## src/rtl/glcd_pkg.sv

```systemverilog
package glcd_pkg;

  // Fixed by the panel's command encoding
  localparam int COL_W  = 6;
  localparam int PAGE_W = 3;
  localparam int HALF_W = 1;

  localparam logic [1:0] CMD_COL_TAG  = 2'b01;
  localparam logic [4:0] CMD_PAGE_TAG = 5'b10111;

  typedef enum logic [2:0] {
    STEP_STAT0 = 3'd0,
    STEP_COL   = 3'd1,
    STEP_STAT1 = 3'd2,
    STEP_PAGE  = 3'd3,
    STEP_STAT2 = 3'd4,
    STEP_DATA  = 3'd5
  } step_e;

  typedef enum logic [1:0] {
    B_IDLE, B_SETUP, B_HIGH, B_LOW
  } bus_ph_e;

  typedef enum logic [1:0] {
    Q_PRST, Q_ISSUE, Q_WAIT, Q_IDLE
  } seq_st_e;

  typedef struct packed {
    logic       rd;
    logic       di;
    logic [7:0] dat;
  } bus_op_t;

  function automatic logic is_status(input step_e s);
    return (s == STEP_STAT0) || (s == STEP_STAT1) || (s == STEP_STAT2);
  endfunction

  function automatic bus_op_t make_op(input step_e s,
                                      input logic [COL_W-1:0] col,
                                      input logic [PAGE_W-1:0] page,
                                      input logic [7:0] dat);
    bus_op_t o;
    o.rd  = 1'b0;
    o.di  = 1'b0;
    o.dat = 8'h00;
    case (s)
      STEP_COL:  o.dat = {CMD_COL_TAG, col};
      STEP_PAGE: o.dat = {CMD_PAGE_TAG, page};
      STEP_DATA: begin
        o.di  = 1'b1;
        o.dat = dat;
      end
      default:   o.rd = 1'b1;
    endcase
    return o;
  endfunction

endpackage

```

## src/rtl/glcd_bus.sv

```systemverilog
module glcd_bus
  import glcd_pkg::*;
#(
  parameter int SETUP_CYC  = 1,
  parameter int E_HIGH_CYC = 25,
  parameter int E_LOW_CYC  = 25,
  parameter int SEL_W      = 2
) (
  input  logic               clk,
  input  logic               rst,
  input  logic               start,
  input  bus_op_t            op,
  input  logic [SEL_W-1:0]   sel_in,
  input  logic               db7_in,
  output logic               fin,
  output logic               rd_busy,
  output logic               strobe,
  output logic               rd,
  output logic               is_data,
  output logic [SEL_W-1:0]   sel,
  output logic [7:0]         dout,
  output logic               oe
);

  localparam int MAX_A = (SETUP_CYC > E_HIGH_CYC) ? SETUP_CYC : E_HIGH_CYC;
  localparam int MAX_C = (MAX_A > E_LOW_CYC) ? MAX_A : E_LOW_CYC;
  localparam int CW    = $clog2(MAX_C + 1);

  bus_ph_e       ph;
  logic [CW-1:0] cnt;

  always_ff @(posedge clk) begin
    if (rst) begin
      ph      <= B_IDLE;
      cnt     <= '0;
      fin     <= 1'b0;
      rd_busy <= 1'b0;
      strobe  <= 1'b0;
      rd      <= 1'b0;
      is_data <= 1'b0;
      sel     <= '0;
      dout    <= 8'h00;
      oe      <= 1'b0;
    end else begin
      fin <= 1'b0;
      unique case (ph)
        B_IDLE: begin
          if (start) begin
            rd      <= op.rd;
            is_data <= op.di;
            sel     <= sel_in;
            dout    <= op.dat;
            oe      <= ~op.rd;
            cnt     <= CW'(SETUP_CYC - 1);
            ph      <= B_SETUP;
          end
        end
        B_SETUP: begin
          if (cnt == '0) begin
            strobe <= 1'b1;
            cnt    <= CW'(E_HIGH_CYC - 1);
            ph     <= B_HIGH;
          end else begin
            cnt <= cnt - 1'b1;
          end
        end
        B_HIGH: begin
          if (cnt == '0) begin
            strobe <= 1'b0;
            if (rd) rd_busy <= db7_in;
            cnt    <= CW'(E_LOW_CYC - 1);
            ph     <= B_LOW;
          end else begin
            cnt <= cnt - 1'b1;
          end
        end
        B_LOW: begin
          if (cnt == '0) begin
            fin <= 1'b1;
            ph  <= B_IDLE;
          end else begin
            cnt <= cnt - 1'b1;
          end
        end
        default: ph <= B_IDLE;
      endcase
    end
  end

endmodule

```

## src/rtl/glcd_walk.sv

```systemverilog
module glcd_walk #(
  parameter int HALF_W = 1,
  parameter int PAGE_W = 3,
  parameter int COL_W  = 6
) (
  input  logic              clk,
  input  logic              rst,
  input  logic              clr,
  input  logic              load,
  input  logic              adv,
  input  logic [HALF_W-1:0] ld_half,
  input  logic [PAGE_W-1:0] ld_page,
  input  logic [COL_W-1:0]  ld_col,
  output logic [HALF_W-1:0] half,
  output logic [PAGE_W-1:0] page,
  output logic [COL_W-1:0]  col,
  output logic              last
);

  localparam int LW = HALF_W + PAGE_W + COL_W;

  // Column is the low field so it changes fastest during the walk
  logic [LW-1:0] loc;

  always_ff @(posedge clk) begin
    if (rst || clr)  loc <= '0;
    else if (load)   loc <= {ld_half, ld_page, ld_col};
    else if (adv)    loc <= loc + 1'b1;
  end

  assign {half, page, col} = loc;
  assign last = &loc;

endmodule

```

## src/rtl/glcd_seq.sv

```systemverilog
module glcd_seq
  import glcd_pkg::*;
#(
  parameter int RST_HOLD_CYC = 100
) (
  input  logic       clk,
  input  logic       rst,
  input  logic       req_valid,
  input  logic [7:0] req_data,
  input  logic       fin,
  input  logic       rd_busy,
  input  logic       last,
  output logic       start,
  output logic       w_clr,
  output logic       w_load,
  output logic       w_adv,
  output step_e      step,
  output logic [7:0] dat,
  output logic       ready,
  output logic       done,
  output logic       init_done,
  output logic       prst_n
);

  localparam int RW = $clog2(RST_HOLD_CYC + 1);

  seq_st_e       st;
  logic [RW-1:0] rcnt;
  logic          clearing;
  logic          step_end;

  assign start    = (st == Q_ISSUE);
  assign w_clr    = (st == Q_PRST);
  assign w_load   = (st == Q_IDLE) && req_valid;
  assign step_end = (st == Q_WAIT) && fin && (step == STEP_DATA);
  assign w_adv    = step_end && clearing && !last;

  always_ff @(posedge clk) begin
    if (rst) begin
      st        <= Q_PRST;
      rcnt      <= '0;
      clearing  <= 1'b0;
      step      <= STEP_STAT0;
      dat       <= 8'h00;
      ready     <= 1'b0;
      done      <= 1'b0;
      init_done <= 1'b0;
      prst_n    <= 1'b0;
    end else begin
      done <= 1'b0;
      unique case (st)
        Q_PRST: begin
          if (rcnt == RW'(RST_HOLD_CYC - 1)) begin
            prst_n   <= 1'b1;
            clearing <= 1'b1;
            dat      <= 8'h00;
            step     <= STEP_STAT0;
            st       <= Q_ISSUE;
          end else begin
            rcnt <= rcnt + 1'b1;
          end
        end
        Q_ISSUE: st <= Q_WAIT;
        Q_WAIT: begin
          if (fin) begin
            if (is_status(step) && rd_busy) begin
              st <= Q_ISSUE;
            end else if (step != STEP_DATA) begin
              step <= step_e'(step + 3'd1);
              st   <= Q_ISSUE;
            end else if (clearing && !last) begin
              step <= STEP_STAT0;
              st   <= Q_ISSUE;
            end else begin
              if (clearing) init_done <= 1'b1;
              else          done      <= 1'b1;
              clearing <= 1'b0;
              ready    <= 1'b1;
              st       <= Q_IDLE;
            end
          end
        end
        Q_IDLE: begin
          if (req_valid) begin
            ready <= 1'b0;
            dat   <= req_data;
            step  <= STEP_STAT0;
            st    <= Q_ISSUE;
          end
        end
        default: st <= Q_PRST;
      endcase
    end
  end

endmodule

```

## src/rtl/glcd_writer.sv

```systemverilog
module glcd_writer
  import glcd_pkg::*;
#(
  parameter int SETUP_CYC    = 1,
  parameter int E_HIGH_CYC   = 25,
  parameter int E_LOW_CYC    = 25,
  parameter int RST_HOLD_CYC = 100
) (
  input  logic              clk,
  input  logic              rst,
  input  logic              req_valid,
  input  logic              req_half,
  input  logic [COL_W-1:0]  req_col,
  input  logic [PAGE_W-1:0] req_page,
  input  logic [7:0]        req_data,
  output logic              req_ready,
  output logic              done,
  output logic              init_done,
  output logic              panel_reset_n,
  output logic              lcd_sel_left,
  output logic              lcd_sel_right,
  output logic              lcd_read,
  output logic              lcd_is_data,
  output logic              lcd_strobe,
  output logic [7:0]        lcd_db_out,
  output logic              lcd_db_oe,
  input  logic              lcd_db_in_b7
);

  localparam int NSEL = 1 << HALF_W;

  logic              start, fin, rd_busy, last;
  logic              w_clr, w_load, w_adv;
  step_e             step;
  logic [7:0]        dat;
  logic [HALF_W-1:0] half;
  logic [PAGE_W-1:0] page;
  logic [COL_W-1:0]  col;
  logic [NSEL-1:0]   sel_dec, sel_q;
  bus_op_t           op;

  glcd_seq #(.RST_HOLD_CYC(RST_HOLD_CYC)) u_seq (
    .clk(clk), .rst(rst),
    .req_valid(req_valid), .req_data(req_data),
    .fin(fin), .rd_busy(rd_busy), .last(last),
    .start(start), .w_clr(w_clr), .w_load(w_load), .w_adv(w_adv),
    .step(step), .dat(dat),
    .ready(req_ready), .done(done), .init_done(init_done),
    .prst_n(panel_reset_n)
  );

  glcd_walk #(.HALF_W(HALF_W), .PAGE_W(PAGE_W), .COL_W(COL_W)) u_walk (
    .clk(clk), .rst(rst),
    .clr(w_clr), .load(w_load), .adv(w_adv),
    .ld_half(req_half), .ld_page(req_page), .ld_col(req_col),
    .half(half), .page(page), .col(col), .last(last)
  );

  generate
    for (genvar gi = 0; gi < NSEL; gi++) begin : g_sel
      assign sel_dec[gi] = (int'(half) == gi);
    end
  endgenerate

  assign op = make_op(step, col, page, dat);

  glcd_bus #(
    .SETUP_CYC(SETUP_CYC), .E_HIGH_CYC(E_HIGH_CYC),
    .E_LOW_CYC(E_LOW_CYC), .SEL_W(NSEL)
  ) u_bus (
    .clk(clk), .rst(rst),
    .start(start), .op(op), .sel_in(sel_dec), .db7_in(lcd_db_in_b7),
    .fin(fin), .rd_busy(rd_busy),
    .strobe(lcd_strobe), .rd(lcd_read), .is_data(lcd_is_data),
    .sel(sel_q), .dout(lcd_db_out), .oe(lcd_db_oe)
  );

  assign lcd_sel_left  = sel_q[0];
  assign lcd_sel_right = sel_q[1];

endmodule

```

## config.mk

```make
export PLATFORM = sky130hd
export DESIGN_NAME = glcd_writer
export DESIGN_NICKNAME = d
export VERILOG_FILES = /design/src/rtl/glcd_pkg.sv /design/src/rtl/glcd_bus.sv /design/src/rtl/glcd_walk.sv /design/src/rtl/glcd_seq.sv /design/src/rtl/glcd_writer.sv
export SDC_FILE = /design/constraint.sdc
export NUM_CORES = 1
export LEC_CHECK = 0
export BUFFER_PORTS_ARGS = -buffer_cell sky130_fd_sc_hd__buf_2
export CORE_MARGIN = 3
export CORE_UTILIZATION = 40
export CTS_CLUSTER_DIAMETER = 120
export DETAILED_ROUTE_END_ITERATION = 16
export SLEW_MARGIN = 20
export SYNTH_ARGS = -nofsm -noshare
export SYNTH_HDL_FRONTEND = slang
export SYNTH_SLANG_ARGS = --single-unit
```

## constraint.sdc

```tcl
create_clock -name clk -period 2.11 [get_ports clk]
set_clock_uncertainty 0.2 [all_clocks]
set_input_delay 0.1055 -clock clk [delete_from_list [all_inputs] [get_ports clk]]
set_output_delay 0.1055 -clock clk [all_outputs]
set_load 0.01 [all_outputs]
```

== Word level (Yosys, flattened, before mapping) ==
Index checks and enable logic that the tools add are counted.
Widths: inputs -> output; s select.

* Eq/ne operators: 25
* Reduce and logical (&&, ||, !) cells: 39
* Bitwise operators: 8
* Mux-type cells: 48
* $add $sub $neg: 4

{| class="wikitable"
|+ Operator list
! kind !! number
|-
| $pmux 8 s3 || 1
|-
| $reduce_and 6->1 || 4
|-
| $mux 10 || 2
|-
| $mux 2 || 10
|-
| $mux 3 || 6
|-
| $mux 1 || 16
|-
| $mux 8 || 2
|-
| $pmux 2 s4 || 2
|-
| $pmux 8 s2 || 1
|-
| $mux 5 || 3
|-
| $pmux 5 s3 || 1
|-
| $ne 2x2->1 const B || 7
|-
| $reduce_and 3->1 || 4
|-
| $add 10x1->10 const B || 1
|-
| $reduce_and 10->1 || 1
|-
| $reduce_bool 2->1 || 5
|-
| $pmux 3 s3 || 1
|-
| $eq 2x2->1 const B || 4
|-
| $ne 2x1->1 const B || 4
|-
| $not 1->1 || 8
|-
| $reduce_and 2->1 || 4
|-
| $add 7x1->7 const B || 1
|-
| $eq 7x7->1 const B || 1
|-
| $logic_and 1x1->1 || 7
|-
| 18 further kinds || 28
|}

* Bits of input ports: 22
* Output and inout bits: 18
* Word-level logic and storage cells: 144
* Register bits after elaboration: 58

== Logic depth before layout (Yosys ltp) ==
Gate-level depths: netlist of the first run.

* Depth after elaboration: 8
* Depth in mapped cells: 7
* Depth with buffers taken out: 7

== Hierarchy ==
A second synthesis of the first run with hierarchy kept.

* Cell total of the unflattened synthesis: 361
* Area, all modules: 3126.7 um^2

{| class="wikitable"
|+ By module, submodules not included
! module !! cells each !! times used !! sequential area each (um^2) !! area an instance (um^2)
|-
| glcd_seq || 136 || 1 || 500.5 || 1251.2
|-
| glcd_bus || 127 || 1 || 460.4 || 1082.3
|-
| glcd_walk || 65 || 1 || 200.2 || 575.6
|-
| glcd_writer || 33 || 1 || 0.0 || 217.7
|}

== Least setup slack after synthesis of the first run ==
Ideal clock, no wire load.

* Path type: reg2reg
* Start: register u_walk.loc[0]
* End: register u_walk.loc[2]
* Setup time: 0.119 ns
* Period minus slack after synthesis: 1.825 ns
* Data required time: 1.791 ns
* Data arrival time: 1.505 ns
* Path buffers: 0
* Setup slack: 0.285 ns
* Cell stages (with the launch flop): 7
* Cells stage by stage: dfxtp_1 -> ha_1 -> nand4_2 -> or3_1 -> and3_1 -> xnor2_1 -> a21oi_1

* Longest elaborated chain between the ends: 4
* Elaborated cells on any way between the ends: 7
* Classes of those cells: add/sub (1); mux (2); reduce/logical (4)

{| class="wikitable"
|+ Ends and longest elaborated chain
! what !! line !! RTL
|-
| start, declared || glcd_walk.sv:23 || <nowiki>logic [LW-1:0] loc;</nowiki>
|-
| start signal, assigned || glcd_walk.sv:27 || <nowiki>else if (load) loc <= {ld_half, ld_page, ld_col};</nowiki>
|-
| start signal, assigned || glcd_walk.sv:28 || <nowiki>else if (adv) loc <= loc + 1'b1;</nowiki>
|-
| parallel branches: the longest is 4 deep, another holds $add 10x1->10 || n/a ||
|}

Several ways; the timed one is not identified. The select of a mux whose other input is x is not followed.
A chain may end at the register's enable or synchronous reset.

== Worst setup path in the final report of the first run ==
* Start: register u_walk.loc[0]
* End: register u_seq.step[1]

* Longest elaborated chain between the ends: 5

{| class="wikitable"
|+ Ends and longest elaborated chain
! what !! line !! RTL
|-
| $reduce_and 10->1 || glcd_walk.sv:32 || <nowiki>assign last = &loc;</nowiki>
|-
| $logic_not 1->1 || glcd_seq.sv:71 || <nowiki>end else if (clearing && !last) begin</nowiki>
|-
| $logic_and 1x1->1 || glcd_seq.sv:71 ||
|-
| $ne 3x3->1 (no line) || n/a ||
|-
| $reduce_and 6->1 (no line) || n/a ||
|-
| end signal, assigned || glcd_seq.sv:69 || <nowiki>step <= step_e'(step + 3'd1);</nowiki>
|-
| end, declared || glcd_seq.sv:17 || <nowiki>output step_e step,</nowiki>
|}

No other way between the ends.

==> results, run 1 <==
- The global-route wire length before repair is 12400 um.
- The total I/O pin count is 40.
- The share of the Yosys chip area taken by registers is 0.395.
- The run finished with clean final reports.
- The quantity of I/O buffers inserted on ports is 39.
- Counting the buffers created by CTS gives 9.
- The initial utilization of the core area, before any placement, comes to 0.424.
- STA classifies the critical path endpoint as a flop.
- After global routing the overflow that remains totals 0.
- The clock root buffer is clkbuf_8.
- The setup path with the least slack is of type flop to flop.
- The total negative setup slack is 0 ns.
- At the worst endpoint, the required time is 2.14 ns.
- Of the post-synthesis cell area, the dominant cell type holds 0.395.
- The count of pins over their slew limit is 0.
- From bottom edge to top edge, the die measures 91.8 um.
- The transition time of the tightest slew-check pin is 0.581 ns.
- The post-CTS setup-driven buffer insertion count is 0.
- Across every metal layer, demand over resource in global routing totals 0.184.
- The total area inside the core boundary comes to 6940 um2.
- The total of endpoints with negative setup slack in the final report is 0.
- The worst register-to-register path has a setup slack of approximately 0.11 ns.
- The congestion estimate from routability-driven global placement came to roughly 0.83.
- The startpoint of the most critical register-to-register path is u_walk.loc[0].
- The leakage dissipation is 1.46 nW.
- The total count of hold-check failures in the final report is 0.
- The worst hold path belongs to the class primary input to flop.
- The number of warnings printed during yosys synthesis is 0.
- The flip-flop and latch count after synthesis is 58.
- In the synthesized netlist the async set-or-reset flop fraction comes to 0.
- The headroom to the max-slew limit is 0.613.
- The number of nets in the synthesized netlist is about 380.
- The most frequently used flop master after synthesis is dfxtp_1.
- Entering global routing, the biggest net connects 31 pins.
- The sink count of the clock tree is 58.
- The total DRC errors in the routed layout is 0.
- Across the VDD grid, the largest voltage drop is between 300 and 400 uV.
- The end-of-flow core utilization is 0.539.
- Synthesis handed over a netlist of 347 instances.
- The largest total area in the synthesized netlist belongs to dfxtp_1.
- The H-tree generated during clock tree synthesis spans 3 levels.
- The area of the mapped netlist is 2940 um2.
- Setup repair after global routing left no endpoint under its margin.
- The number of synthesized flops with an enable pin is 0.
- The final critical path time including I/O delays and setup is between 2 and 2.5 ns.
- Sorting the synthesized cells by how often they occur yields 58 x dfxtp_1, 37 x a21oi_1, 36 x nor2_1, 34 x nand2_1, 21 x o21ai_0.
- In this run the power density over the cells is approximately 680 nW/um2.
- The number of distinct library cell variants in the gate-level netlist after synthesis is 53.
- The clock-pin slew of the registers on the worst-case setup and hold paths is 0.07 ns.
- The number of nets in the finished design is 454.
- For this block, the routed nets add up to between 7000 and 8000 um of wire.
- The post-detailed-placement half-perimeter wirelength is 5200 um.
- Static timing analysis puts the maximum clock frequency at roughly 0.5 GHz.
- The average wire per standard cell is 14.3 um.
- TritonCTS built the clock tree.
- The most frequently used cell type in the post-synthesis netlist is dfxtp_1.
- Max-cap violations in this run came to 0.
- The critical path launch point type is a flop.
- The final non-filler cell total is between 500 and 600.
- Dividing the final minimum period by the clock period gives 0.949.
- The later-pin clock latency in the skew report is 0.33 ns.
- Counting along the longest clock path gives a buffer depth of 2.
- The highest fanout seen on the critical path is 5.
- The detailed router finished its first iteration with 221 violations.
- The number of antenna violations at the first check in global routing is 0.
- The vias after detailed routing is 2717.
- The mean instance size in the synthesized netlist is 8.48 um2.
- The number of antenna cells inserted is 0.
- The via count of the first global-routing pass came to 2600.
- By area the synthesized netlist is led by dfxtp_1 39%, a21oi_1 6.3%, ha_1 6.0%.
- The area added between synthesis and finish is 27.3%.
- The floorplan has 30 rows.
- The worst-case setup slack after placement is about 0.078 ns.
- The post-detailed-route count of antenna-violating nets is 0.
- The critical hold path startpoint is rst.
- The die area is 8420 um2.
- STA puts the critical path data arrival time at 2.03 ns.
- The die width is 91.8 um.
- The worst path meets setup with 0.108 ns of slack.
- Of the cells placed in the final design, the portion with a size suffix greater than 1 is 0.215.
- The critical path startpoint is u_walk.loc[0].
- The first detailed-routing pass ran for 4 iterations.
- The average via count per standard cell is 5.24.
- The total instance count after detailed placement is 482.
-- path summary, 6_finish.rpt --
path,endpoint,cells past startpoint
min,u_bus.sel[0],2
min reg2reg,u_seq.prst_n,2
max,u_seq.step[1],6
max reg2reg,u_seq.step[1],6
-- flip-flops by register name (all words and copies together) (netlist names), 3 cells and up --
register	flops
u_seq.dat	8
u_seq.rcnt	7
u_bus.dout	8
u_bus.cnt	5
u_walk.loc	10
u_seq.step	3
-- kinds of logic (layout without fill, tap and decap cells) --
logic type | after synthesis | after routing | synth area share
flops | 58 | 58 | 0.395
compound gates | 81 | 81 | 0.160
simple gates | 141 | 141 | 0.261
mux | 14 | 14 | 0.0476
xor+xnor | 10 | 10 | 0.0298
fa+ha+maj | 14 | 14 | 0.0595
buf+inv | 29 | 105 | 0.0472
-- critical path, cell delays in order (launching register included) --
cell	delay, ns
dfxtp_1	0.39
ha_2	0.23
nand4_2	0.19
o31ai_2	0.37
a21oi_2	0.14
and3_1	0.16
a31o_2	0.20
-- metrics by stage --
step | power, mW | cell area [um2] | hold slack (ns)
2_1_floorplan | 1.32 | 2940 | 0.0494
3_3_place_gp | 1.39 | 3280 | 0.135
3_5_place_dp | 1.40 | 3280 | 0.149
4_1_cts | 2.57 | 3710 | 0.0254
5_1_grt | 2.66 | 3740 | 0.0626
6_report | 2.54 | 3740 | 0.0523
-- layout by cell type, fill, tap and decap left out, types with 4 or more instances in the layout --
cell,netlist,final
xor2_1,4,4
nand3_1,8,8
dlygate4sd3_1,0,21
inv_1,15,15
nor2_1,36,36
a21oi_1,37,36
nand2_1,34,34
buf_2,2,39
dfxtp_1,58,57
nand4_1,14,14
buf_4,0,14
xnor2_1,6,6
o21ai_0,21,21
mux2i_1,14,14
nor3_1,10,10
ha_1,14,13
clkbuf_8,2,10
nand2b_1,7,7
-- layout make-up --
cell class | instances | area [um2]
inverter | 15 | 56.3
sequential | 58 | 1160
tap | 96 | 120
clock buffer | 11 | 141
fill | 666 | 3200
multi-input combinational | 260 | 1680
timing repair buffer | 74 | 510
clock inverter | 5 | 77.6
-- layer usage --
| metal | wire [um] | vias to the layer above | track usage |
|---|---|---|---|
| li1 | - | 1379 | - |
| met1 | 3340 | 1244 | 0.228 |
| met2 | 3490 | 74 | 0.298 |
| met3 | 371 | 20 | 0.0582 |
| met4 | 204 | 0 | 0.0730 |
| met5 | 0 | - | 0 |
-- where the power goes --
| part | switching, mW | total (mW) | internal, mW |
|---|---|---|---|
| clock network | 0.435 | 1.13 | 0.693 |
| logic | 0.148 | 0.275 | 0.127 |
| registers | 0.0167 | 1.13 | 1.12 |
| total | 0.600 | 2.54 | 1.94 |
-- repair_timing --
action | 4_1_cts | 5_1_grt
setup endpoints to repair | 0 | 9
hold buffers | 21 | 0
endpoints found under the hold margin | 19 | 0
resized for setup | 0 | 9
Power figures use the tool's default switching activity.
==> run 2, diff against run 1 <==
BUFFER_PORTS_ARGS = default   (was -buffer_cell sky130_fd_sc_hd__buf_2)
DONT_BUFFER_PORTS = 1   (was default)
==> run 2 against run 1 <==
Worst hold slack improved by 0.030 ns. Highest routed layer unchanged. First-iteration DRC count is 25% lower. Wire length rose by 1.4%. Total power rose by 0.25%. Flip-flop and latch count is the same. Critical path depth unchanged. Design area is 5.4% lower.
==> results, run 2 (synthesized netlist as in run 1, its figures left out) <==
- The total I/O pin count is 40.
- The total of endpoints with negative setup slack in the final report is 0.
- The area added between synthesis and finish is 20.5%.
- For this run, design rule violations remaining after detail routing come to 0.
- In the layout the commonest cells are 57 x dfxtp_1, 37 x a21oi_1, 36 x nor2_1.
- The clock-pin slew of the registers on the worst-case setup and hold paths is 0.07 ns.
- The total overflow left after global routing is 0.
- The largest net degree at the start of global routing is 47.
- In this run the static leakage power is between 1 and 1.5 nW.
- The worst setup path is of the flop to flop kind.
- The number of antenna violations at the first check in global routing came to 0.
- Across all setup checks in the final design, the least slack found is slightly above 0.1 ns.
- The via count of the first global-routing pass is 2536.
- In the routed layout, each cell is associated on average with a via count of 5.39.
- The register ranked first by flip-flop count is u_walk.loc.
- The total track usage is 0.182.
- The repair_antennas step left the layout with diodes totalling 0.
- No sink is reached through more buffers than the 2 on the longest clock path.
- The count of pins over their slew limit is 0.
- The number of H-tree levels is 3.
- The fmax is 0.498 GHz.
- The post-detailed-placement half-perimeter wirelength is 5100 um.
- The flow ran to the end, and the final reports show no timing, DRC or antenna violations.
- The floorplan row count is 30.
- Buffers placed on the I/O ports in this run total 0.
- The endpoint identified for the worst register-to-register timing path is u_seq.step[1].
- The highest fanout seen on the critical path is 5.
- The type of the tightest min-delay check is primary input to flop.
- The worst path required time is 2.15 ns.
- The number of nets in the finished design is 414.
- The critical path launch point type is a flop.
- In this run, the number of DRC markers left after iteration 0 of detailed routing was roughly 170.
- Counting I/O delays and the setup requirement, the final critical path takes 2.01 ns.
- The post-route cell area is 3540 um2.
- Clock tree synthesis found a total of 58 sinks.
- The startpoint of the most critical register-to-register path is u_walk.loc[1].
- The reg-to-reg setup timing slack is ~0.10 ns.
- The die width is 91.8 um.
- Following the worst setup path forward leads to its endpoint at u_seq.step[1].
- The final non-filler cell total is 479.
- The library cell used most frequently in the layout, excluding fill and tap cells, is dfxtp_1.
- Summing over every cut layer, the via total after detailed routing is 2582.
- The height of the die is 91.8 um.
- The last weighted congestion value of the routability-driven placer is 0.931.
- In the final layout, the registers with the most flip-flops are u_walk.loc (10), u_bus.dout (8), u_seq.dat (8).
- The die covers 8420 um2.
- For the worst-skew pair, the clock arrives at the later sink with an insertion delay of around 0.34 ns.
- Of the available clock period, the critical path in the final layout requires 0.952.
- In this run, placement finished with an instance count of approximately 440.
- Counting the fill cells in the layout gives around 690.
- The worst reg2reg path depth is 6.
- The worst supply voltage drop on vdd is 292 uV.
- The sum of routed wire length over all layers is 7520 um.
- Summing all placed instances gives a cell area of between 3000 and 4000 um2.
- At the pin with the least slew margin, the transition time is 0.491 ns.
- The tree is rooted in a clkbuf_8.
- STA classifies the critical path endpoint as a flop.
- The critical path startpoint is u_walk.loc[1].
- After detailed routing, the average wire length per cell comes to 15.7 um.
- The proportion of layout cells with a drive suffix above 1 is 0.125.
- The core area is 6940 um2.
- The number of iterations in the first detailed-routing pass is 5.
- The CTS tree is yes.
- The worst endpoint data arrival time is 2.05 ns.
- The worst-case setup slack after placement is 0.0615 ns.
- For this design the ratio of total power to cell area is 718 nW/um2.
- The post-detailed-route count of antenna-violating nets is 0.
- The number of buffers added by the clock tree synthesis step is 9.
- Measured against its own limit, the worst slew margin works out to 0.672.
- The number of max-capacitance violations reported is 0.
- The number of flip-flops in the largest register is 10.
- The total count of hold-check failures in the final report came to 0.
- Overall power consumption after layout is estimated at 2.54 mW.
- Summed over all failing endpoints, the final setup total negative slack is 0 ns.
- The first global-routing pass estimated 12200 um of wire.
- After clock tree synthesis, the setup repair step added 0 buffers.
- For this configuration, the core starts out at a cell density of 0.424.
[run 2: cell types whose count changed in the layout (fill, tap and decap cells not counted), sizes merged]
cell	before	now
buf	53	13
[run 2: area by class of cell]
type,instances,area [um2],area share
flip-flops and latches,58,1160,0.328
well taps,96,120,0.0339
multi-input cells,260,1670,0.470
repair buffers,34,320,0.0904
clock inverters,5,77.6,0.0219
clock buffers,11,141,0.0399
inverters,15,56.3,0.0159
[run 2: how the worst min path moves through the flow]
| stage | startpoint | to | slack, ns | cells after the start |
|---|---|---|---|---|
| 3_5_place_dp | rst | u_bus.cnt[2] | -0.02 | 1 |
| 2_1_floorplan | lcd_db_in_b7 | u_bus.rd_busy | 0.05 | 2 |
| 5_1_grt | req_valid | u_seq.st[0] | 0.11 | 3 |
| 3_3_place_gp | rst | u_bus.cnt[2] | -0.02 | 1 |
| 6_report | req_valid | u_seq.st[0] | 0.08 | 3 |
| 4_1_cts | req_valid | u_seq.st[0] | 0.07 | 3 |
[run 2: metrics by stage]
| stage | hold WS (ns) | util |
|---|---|---|
| 5_1_grt | 0.111 | 0.510 |
| 3_5_place_dp | -0.0156 | 0.442 |
| 2_1_floorplan | 0.0494 | - |
| 3_3_place_gp | -0.0172 | 0.442 |
| 4_1_cts | 0.0683 | 0.507 |
| 6_report | 0.0826 | 0.510 |
[run 2: timing repair]
| action | 4_1_cts | 5_1_grt |
|---|---|---|
| hold endpoints to repair | 58 | 0 |
| endpoints found under the setup margin | 0 | 10 |
| hold buffers | 22 | 0 |
| gates resized for setup | 0 | 6 |
[run 2: power by group]
group          internal (mW)  switching (mW)
logic                  0.112           0.135
clock network          0.693           0.465
registers               1.12          0.0219
total                   1.92           0.621
[run 2: per-layer routing]
layer | part of all wire | global-route usage | wire (um) | up-vias
met5 | 0 | 0 | 0 | -
met4 | 0.031 | 0.100 | 232 | 0
met3 | 0.044 | 0.0451 | 331 | 18
met2 | 0.47 | 0.293 | 3550 | 58
met1 | 0.45 | 0.222 | 3400 | 1208
li1 | - | - | - | 1298
[run 2: critical path, cell delays in order (launching register included)]
cell,delay (ns)
dfxtp_1,0.38
ha_2,0.23
nand4_2,0.19
o31ai_2,0.34
a21oi_1,0.19
and3_1,0.18
a31o_2,0.20
==> run 3, diff against run 2 <==
--- a/config.mk
+++ b/config.mk
@@ -8,4 +8,5 @@
 export CORE_MARGIN = 3
 export CORE_UTILIZATION = 40
+export CTS_BUF_LIST = sky130_fd_sc_hd__clkbuf_2 sky130_fd_sc_hd__clkbuf_4 sky130_fd_sc_hd__clkbuf_8
 export CTS_CLUSTER_DIAMETER = 120
 export DETAILED_ROUTE_END_ITERATION = 16
==> constraint.sdc (replaced) <==
create_clock -name clk -period 2.11 [get_ports clk]
set_clock_uncertainty 0.2 [all_clocks]
set_input_delay 0.5275 -clock clk [delete_from_list [all_inputs] [get_ports clk]]
set_output_delay 0.5275 -clock clk [all_outputs]
set_load 0.01 [all_outputs]
==> run 3 against run 2 <==
Global-route usage fell by 0.79 points. Design area fell by 6.1%. Flip-flop and latch count did not move. Worst hold slack got worse by 0.036 ns. Critical path depth did not move. Combinational power fell by 22%. Clock power barely moved. Count of clock-buffer cells in the layout did not move. Final cell count fell by 4.6%. Total power fell by 1.6%. Critical path type unchanged. Highest routed layer unchanged.
==> results, run 3 (synthesized netlist as in run 1, its figures left out) <==
- The sum of routed wire length over all layers is 7200 um.
- STA puts the critical path data arrival time at 2.05 ns.
- The via count of the first global-routing pass is around 2400.
- Static timing analysis puts the maximum clock frequency at 0.499 GHz.
- Summing over every cut layer, the via total after detailed routing is 2461.
- The maximum buffer depth of the clock tree is 2.
- The total instance count after detailed placement is 441.
- The worst pin sits at a relative slew slack of 0.657.
- Of the cells placed in the final design, the portion with a size suffix greater than 1 is 0.133.
- The category of the most critical setup path is flop to flop.
- The leakage dissipation is about 1.2 nW.
- In the finished design, the share of the clock period the worst path needs comes to 0.950.
- The number of H-tree levels is 3.
- The number of antenna cells inserted is 0.
- In the final routed layout, each cell accounts on average for 15.7 um.
- The tool flagged a number of max-cap violations equal to 0.
- The post-detailed-placement half-perimeter wirelength is 5100 um.
- The detailed router finished its first iteration with 140 violations.
- The power density relative to cell area is 752 nW/um2.
- After layout, the worst setup slack is 0.104 ns.
- The first global-routing pass estimated 11700 um of wire.
- The die covers 8420 um2.
- The category of the worst setup path capture point is a flop.
- The worst hold path belongs to the class primary input to flop.
- The end-of-flow core utilization is 0.479.
- The worst path in the final design needs a cycle of 2.01 ns, including I/O delays and setup.
- After clock tree synthesis, the clock-pin slew on the worst setup and hold paths is 0.07 ns.
- The number of flip-flops in the largest register is 10.
- The floorplan row count is 30.
- The quantity of I/O buffers inserted on ports is 0.
- The library cells used most frequently in the layout, excluding fill and tap cells, are 57 x dfxtp_1, 37 x a21oi_1, 36 x nor2_1.
- The later-pin clock latency in the skew report is 0.34 ns.
- The total of endpoints with negative setup slack in the final report is 0.
- The count of pins over their slew limit is 0.
- The number of nets in the finished design is 392.
- The average via count per standard cell is 5.39.
- The most common library cell in the layout ignoring fill and taps is dfxtp_1.
- The largest registers in the layout are u_walk.loc (10), u_bus.dout (8), u_seq.dat (8).
- Global routing finished with a remaining overflow of 0.
- TritonCTS built the clock tree.
- At the pin with the least slew margin, the transition time is 0.513 ns.
- The worst path required time is 2.15 ns.
- For this design the top-level I/O count stands at 40.
- The worst-case setup slack after placement is 0.0615 ns.
- For this run, the total global-route usage over all layers was measured as 0.174.
- The total count of hold-check failures in the final report was 0.
- The die width is 91.8 um.
- The height of the die is 91.8 um.
- The flow ran to the end, and the final reports show no timing, DRC or antenna violations.
- Of all nets on the critical path, the largest fanout is 5.
- The effective utilization at floorplan is 0.424.
- Entering global routing, the biggest net connects 47 pins.
- The design draws 2.50 mW.
- The number of antenna violations at the first check in global routing is 0.
- The worst-case IR drop observed on VDD is 286 uV.
- The last weighted congestion value of the routability-driven placer is 0.931.
- The sink count of the clock tree is 58.
- The number of buffers added by the clock tree synthesis step is 9.
- Relative to the synthesized area, the layout overhead comes to 13.1%.
- The floorplan step defined a core boundary enclosing between 6000 and 7000 um2.
- The critical path launch point type is a flop.
- In this run the clock root is driven by a clkbuf_8.
- The first TritonRoute pass finished after 4 iterations.
- Counting flops per register, the top entry is u_walk.loc.
- Once detail routing completed, the nets flagged for antenna violations numbered 0.
- The total DRC errors in the routed layout is 0.
- The final non-filler cell total is 457.
==> run 3: worst paths after layout <==
path | from | endpoint | slack [ns] | depth (start not counted)
worst max-delay path | u_walk.loc[1] | u_seq.step[1] | 0.10 | 6
worst min-delay path | rst | u_bus.cnt[4] | 0.05 | 1
worst min register to register | u_seq.dat[3] | u_seq.dat[3] | 0.25 | 2
worst max register to register | u_walk.loc[1] | u_seq.step[1] | 0.10 | 6
==> run 3: per-layer routing <==
| layer | vias to the layer above | GRT usage | wire (um) |
|---|---|---|---|
| met4 | 0 | 0.0965 | 202 |
| met1 | 1148 | 0.215 | 3220 |
| met5 | - | 0 | 0 |
| met3 | 15 | 0.0500 | 384 |
| li1 | 1250 | - | - |
| met2 | 48 | 0.272 | 3390 |
==> run 3: cell type report <==
cell class	count	area (um2)
fillers	712	3620
multi-input cells	260	1670
flip-flops and latches	58	1160
clock buffers	11	145
well taps	96	120
repair buffers	12	90.1
clock inverters	5	77.6
inverters	15	56.3
==> run 3: critical path, cell delays in order, from the launching register on <==
cell	delay, ns
dfxtp_1	0.38
ha_2	0.23
nand4_2	0.19
o31ai_2	0.33
a21oi_1	0.19
and3_1	0.18
a31o_2	0.20
==> run 3: per-stage QoR <==
step / cell area, um2 / hold slack [ns] / setup TNS [ns]
finish: 3330 / 0.0464 / 0
global route: 3330 / 0.0289 / -0.0102
CTS: 3290 / 0.0316 / 0
detailed placement: 3070 / 0.242 / 0
global placement: 3070 / 0.241 / 0
floorplan: 2940 / 0.232 / 0
==> run 3: power breakdown <==
group | internal, mW | switching (mW)
clock | 0.706 | 0.464
sequential | 1.12 | 0.0217
combinational | 0.0823 | 0.111
total | 1.91 | 0.597
==> run 3: repair_timing <==
item,4_1_cts,5_1_grt
setup buffers,0,0
hold buffers,0,0
resized for setup,0,7
endpoints found under the setup margin,0,10
